[src/rtl/ckmix_pkg.sv]
package ckmix_pkg;
    localparam int PIX_W = 24;
    localparam int REG_W = 32;

    typedef enum logic {
        KEY_ON_GFX_MATCH    = 1'b0,
        KEY_ON_VID_MISMATCH = 1'b1
    } key_mode_e;
endpackage

[src/rtl/ckmix_regs.sv]
module ckmix_regs
    import ckmix_pkg::*;
#(
    parameter int PW = PIX_W,
    parameter int RW = REG_W
) (
    input  logic          clk,
    input  logic          rst_n,
    input  logic          key_we,
    input  logic          mask_we,
    input  logic          mode_we,
    input  logic [PW-1:0] cfg_wdata,
    output logic [PW-1:0] key_q,
    output logic [PW-1:0] mask_q,
    output key_mode_e     mode_q,
    output logic [RW-1:0] key_rdata,
    output logic [RW-1:0] mask_rdata
);
    localparam int PAD_W = RW - PW;

    always_ff @(posedge clk or negedge rst_n) begin
        if (!rst_n) begin
            key_q  <= '0;
            mask_q <= '0;
            mode_q <= KEY_ON_GFX_MATCH;
        end else begin
            if (key_we)  key_q  <= cfg_wdata;
            if (mask_we) mask_q <= cfg_wdata;
            if (mode_we) mode_q <= key_mode_e'(cfg_wdata[0]);
        end
    end

    always_comb begin
        key_rdata  = {{PAD_W{1'b0}}, key_q};
        mask_rdata = {{PAD_W{1'b0}}, mask_q};
    end

    AST_KEY_WRITE:  assert property (@(posedge clk) disable iff (!rst_n)
        key_we |=> key_q == $past(cfg_wdata));
    AST_MASK_WRITE: assert property (@(posedge clk) disable iff (!rst_n)
        mask_we |=> mask_q == $past(cfg_wdata));
    AST_MODE_HOLD:  assert property (@(posedge clk) disable iff (!rst_n)
        !mode_we |=> $stable(mode_q));
endmodule

[src/rtl/ckmix_match.sv]
module ckmix_match #(
    parameter int W = 24
) (
    input  logic [W-1:0] sample,
    input  logic [W-1:0] key,
    input  logic [W-1:0] mask,
    output logic         hit
);
    always_comb begin
        hit = ((sample & mask) == (key & mask));
    end
endmodule

[src/rtl/ckmix_overlay_mixer.sv]
module ckmix_overlay_mixer
    import ckmix_pkg::*;
(
    input  logic             clk,
    input  logic             rst_n,
    input  logic             in_valid,
    input  logic             in_window,
    input  logic [PIX_W-1:0] gfx_pix,
    input  logic [PIX_W-1:0] vid_pix,
    input  logic             key_we,
    input  logic             mask_we,
    input  logic             mode_we,
    input  logic [PIX_W-1:0] cfg_wdata,
    output logic [REG_W-1:0] key_rdata,
    output logic [REG_W-1:0] mask_rdata,
    output logic             mode_rdata,
    output logic             out_valid,
    output logic             out_window,
    output logic [PIX_W-1:0] out_pix
);
    logic [PIX_W-1:0] key_q;
    logic [PIX_W-1:0] mask_q;
    key_mode_e        mode_q;
    logic             gfx_hit;
    logic             vid_hit;
    logic             take_vid;
    logic [PIX_W-1:0] sel_pix;

    ckmix_regs #(.PW(PIX_W), .RW(REG_W)) u_regs (
        .clk        (clk),
        .rst_n      (rst_n),
        .key_we     (key_we),
        .mask_we    (mask_we),
        .mode_we    (mode_we),
        .cfg_wdata  (cfg_wdata),
        .key_q      (key_q),
        .mask_q     (mask_q),
        .mode_q     (mode_q),
        .key_rdata  (key_rdata),
        .mask_rdata (mask_rdata)
    );

    ckmix_match #(.W(PIX_W)) u_gfx_match (
        .sample (gfx_pix),
        .key    (key_q),
        .mask   (mask_q),
        .hit    (gfx_hit)
    );

    ckmix_match #(.W(PIX_W)) u_vid_match (
        .sample (vid_pix),
        .key    (key_q),
        .mask   (mask_q),
        .hit    (vid_hit)
    );

    always_comb begin
        take_vid = 1'b0;
        if (in_window) begin
            unique case (mode_q)
                KEY_ON_GFX_MATCH:    take_vid = gfx_hit;
                KEY_ON_VID_MISMATCH: take_vid = !vid_hit;
                default:             take_vid = 1'b0;
            endcase
        end
        sel_pix = take_vid ? vid_pix : gfx_pix;
    end

    always_ff @(posedge clk or negedge rst_n) begin
        if (!rst_n) begin
            out_valid  <= 1'b0;
            out_window <= 1'b0;
            out_pix    <= '0;
        end else begin
            out_valid  <= in_valid;
            out_window <= in_window;
            out_pix    <= sel_pix;
        end
    end

    always_comb begin
        mode_rdata = mode_q;
    end

    AST_VALID_LATENCY: assert property (@(posedge clk) disable iff (!rst_n)
        in_valid |=> out_valid);
    AST_WINDOW_LATENCY: assert property (@(posedge clk) disable iff (!rst_n)
        in_valid |=> out_window == $past(in_window));
    AST_OUTSIDE_GFX: assert property (@(posedge clk) disable iff (!rst_n)
        (in_valid && !in_window) |=> out_pix == $past(gfx_pix));
    AST_SOURCE_LEGAL: assert property (@(posedge clk) disable iff (!rst_n)
        in_valid |=> (out_pix == $past(gfx_pix) || out_pix == $past(vid_pix)));
endmodule

[config.mk]
export PLATFORM = sky130hd
export DESIGN_NAME = ckmix_overlay_mixer
export DESIGN_NICKNAME = d
export VERILOG_FILES = /design/src/rtl/ckmix_pkg.sv /design/src/rtl/ckmix_regs.sv /design/src/rtl/ckmix_match.sv /design/src/rtl/ckmix_overlay_mixer.sv
export SDC_FILE = /design/constraint.sdc
export NUM_CORES = 1
export LEC_CHECK = 0
export CAP_MARGIN = 30
export CORE_MARGIN = 1.5
export CORE_UTILIZATION = 25
export DETAILED_ROUTE_END_ITERATION = 10
export PLACE_DENSITY_LB_ADDON = 0.2
export SETUP_SLACK_MARGIN = 0.02
export SLEW_MARGIN = 30
export SYNTH_ARGS = -nofsm -noshare
export SYNTH_HDL_FRONTEND = slang
export SYNTH_SLANG_ARGS = --single-unit
[constraint.sdc]
create_clock -name clk -period 4.4 [get_ports clk]
set_clock_uncertainty 0.2 [all_clocks]
set_input_delay 0.44 -clock clk [delete_from_list [all_inputs] [get_ports clk]]
set_output_delay 0.44 -clock clk [all_outputs]
set_load 0.02 [all_outputs]
==> run metrics <==
Core Footprint 13900 sq um; die area 15000 sq um; H-tree level count 3; Die Ht 122 um; Synth Cell Area 3570 sq um; ratio of cells with drive above 1 in the final layout 21.7%; clk buf depth 2; All-Layer GR Usage 15.4%; first-pass GRT wire length 16.8 mm; area growth from synthesis to layout 56.3%; Clk pin slew, worst setup/hold paths 0.06 ns; Worst VDD drop 188 uV; Crit Path Class in -> reg; io pins 170; final hold slack 0.342 ns; post-DP HPWL 8.07 mm; Vias 2684; post-synthesis sequential area ratio 52.6%; #FFs+latches synth 75; # clock sinks 75; router iterations before antenna repair 4; final layout net count 502; Max Fclk 333 MHz; Critical Path Max Stage Delay 0.69 ns; gr ovfl total 0; Cells after Synth 264; insertion delay to the later sink of the worst-skew pair 0.34 ns; routability cong. 0.737; initial antenna violation count 0; maxcap violations 0; xor/xnor share of the synthesized area 10.8%; worst-path cell chain clkdlybuf4s50_1 -> xor2_1 -> a22o_1 -> a221oi_2 -> nand4_1 -> o311ai_4 -> buf_12 -> mux2_2; Via density 4.41; Leak 2.30 nW; DRT iter0 DRCs 77; Num CTS Buffers 9; worst path arrival time 3.02 ns; average cell area after synthesis 13.5 sq um; Crit. End Element flop; CP delay by family, top compound AO/OA/AOI/OAI gates; CTS root buf clkbuf_16; pwr dens 384 nW/um^2; # rows 43; Final Util 40.2%; yosys warns 0; Most used DFF post-synth dfrtp_1; main combinational cell family by area after synthesis multiplexers; most common cell after layout, fill and taps aside clkdlybuf4s50_1; critical path fanouts, max 17; Tightest Pin Transition 0.727 ns; Hold Path Class in -> reg; multiplexer share of the synthesized area 22.4%; synth unique cells 23; FILL cells 1372; adder-cell share of the synthesized area 0%; per-cell routed wire length 18.1 um; I/O Buffers 153; # DRC 0; vias in the first global route 2972; Synth Area in Compound Gates 6.77%; final wirelength 11.0 mm; Diodes inserted 0; Die W 122 um; initial core utilization 25.7%; FFs w/ async S/R, synth 100%; Relative slew margins 51.6%; commonest non-fill, non-tap cells in the layout clkdlybuf4s50_1, dfrtp_1, mux2_2; Post-synth EDFFs 0; Synth Area in Simple Gates 2.38%; unrepaired setup endpoints after global routing false; Fin Setup TNS 0 ns; CTS tree yes; post-CTS sizing 0; antenna-violating nets left 0; Final setup viols 0; WP buf/inv 2; critical path's slowest cell o311ai_4; kind of start point of the critical path input pin; Max Slew Vio Count 0; largest net degree at the start of global routing 76; period utilization 68.1%; crit path time final 3.00 ns; outcome finished, final reports clean; WP data required 4.42 ns; Hold Vio Cnt, Final 0
[registers in the layout, summed over array words and instances, names as in the netlist]
| name | count |
|---|---|
| u_regs.mask_q | 24 |
| u_regs.key_q | 24 |
| out_pix | 24 |
| out_window | 1 |
| u_regs.mode_q | 1 |
| out_valid | 1 |
[routing by layer]
| layer | global-route usage [%] | part of all wire, % |
|---|---|---|
| met5 | 0 | 0 |
| met4 | 3.92 | 1.1 |
| met3 | 6.23 | 7.9 |
| met2 | 25.0 | 48 |
| met1 | 19.0 | 43 |
[logic make-up (layout without fill, tap and decap cells)]
| kind of cell | Yosys count | after routing |
|---|---|---|
| flops | 75 | 75 |
| mux | 71 | 71 |
| xor+xnor | 44 | 44 |
| compound gates | 30 | 30 |
| buf+inv | 27 | 176 |
| simple gates | 16 | 16 |
| other cells | 1 | 16 |
[cell usage after synthesis (all sizes together), types with 2 or more instances]
master,count,area (sq um)
mux2,71,800
inv,3,11.3
a31oi,2,12.5
o21ai,4,20.0
a22oi,17,128
nand4,6,37.5
dfrtp,75,1880
nand2,6,22.5
clkbuf,6,22.5
a221oi,2,23.8
xor2,44,385
nand3b,2,15.0
buf,18,143
[area by class of cell]
cell class	count	area, sq um	share of cell area [%]
clock buffers	9	225	4.04
multi-input cells	177	1570	28.2
well taps	180	225	4.04
clock inverters	7	91.3	1.64
inverters	3	11.3	0.202
flip-flops and latches	75	1880	33.6
repair buffers	157	1580	28.3
[path summary, 6_finish.rpt]
kind                                endpoint  slack [ns]              start  depth (start not counted)
min in group asynchronous          out_valid        0.50              rst_n                          2
max reg2reg                       out_pix[9]        1.49   u_regs.key_q[13]                          7
min reg2reg                u_regs.mask_q[21]        0.37  u_regs.mask_q[21]                          1
min                                out_valid        0.34           in_valid                          1
max in group asynchronous  u_regs.mask_q[18]        3.00              rst_n                          2
max                               out_pix[9]        1.40        vid_pix[13]                          8
[where the power goes]
part           total (mW)  internal [mW]  switching (mW)
logic               0.526          0.278           0.249
registers           0.822          0.755          0.0675
clock network       0.793          0.495           0.297
[through the flow]
stage	std cells	power, mW	worst slack (ns)	area (sq um)
global placement	591	1.36	1.07	5250
floorplan	279	1.08	1.95	3620
CTS	608	2.19	1.39	5580
finish	608	2.14	1.40	5580
detailed placement	591	1.37	1.03	5250
global route	608	2.25	1.35	5580
[timing repair]
| action | 4_1_cts | 5_1_grt |
|---|---|---|
| setup buffers | 0 | 0 |
| hold buffers | 1 | 0 |
| endpoints found under the hold margin | 75 | 0 |
(Power assumes the default switching activity.)
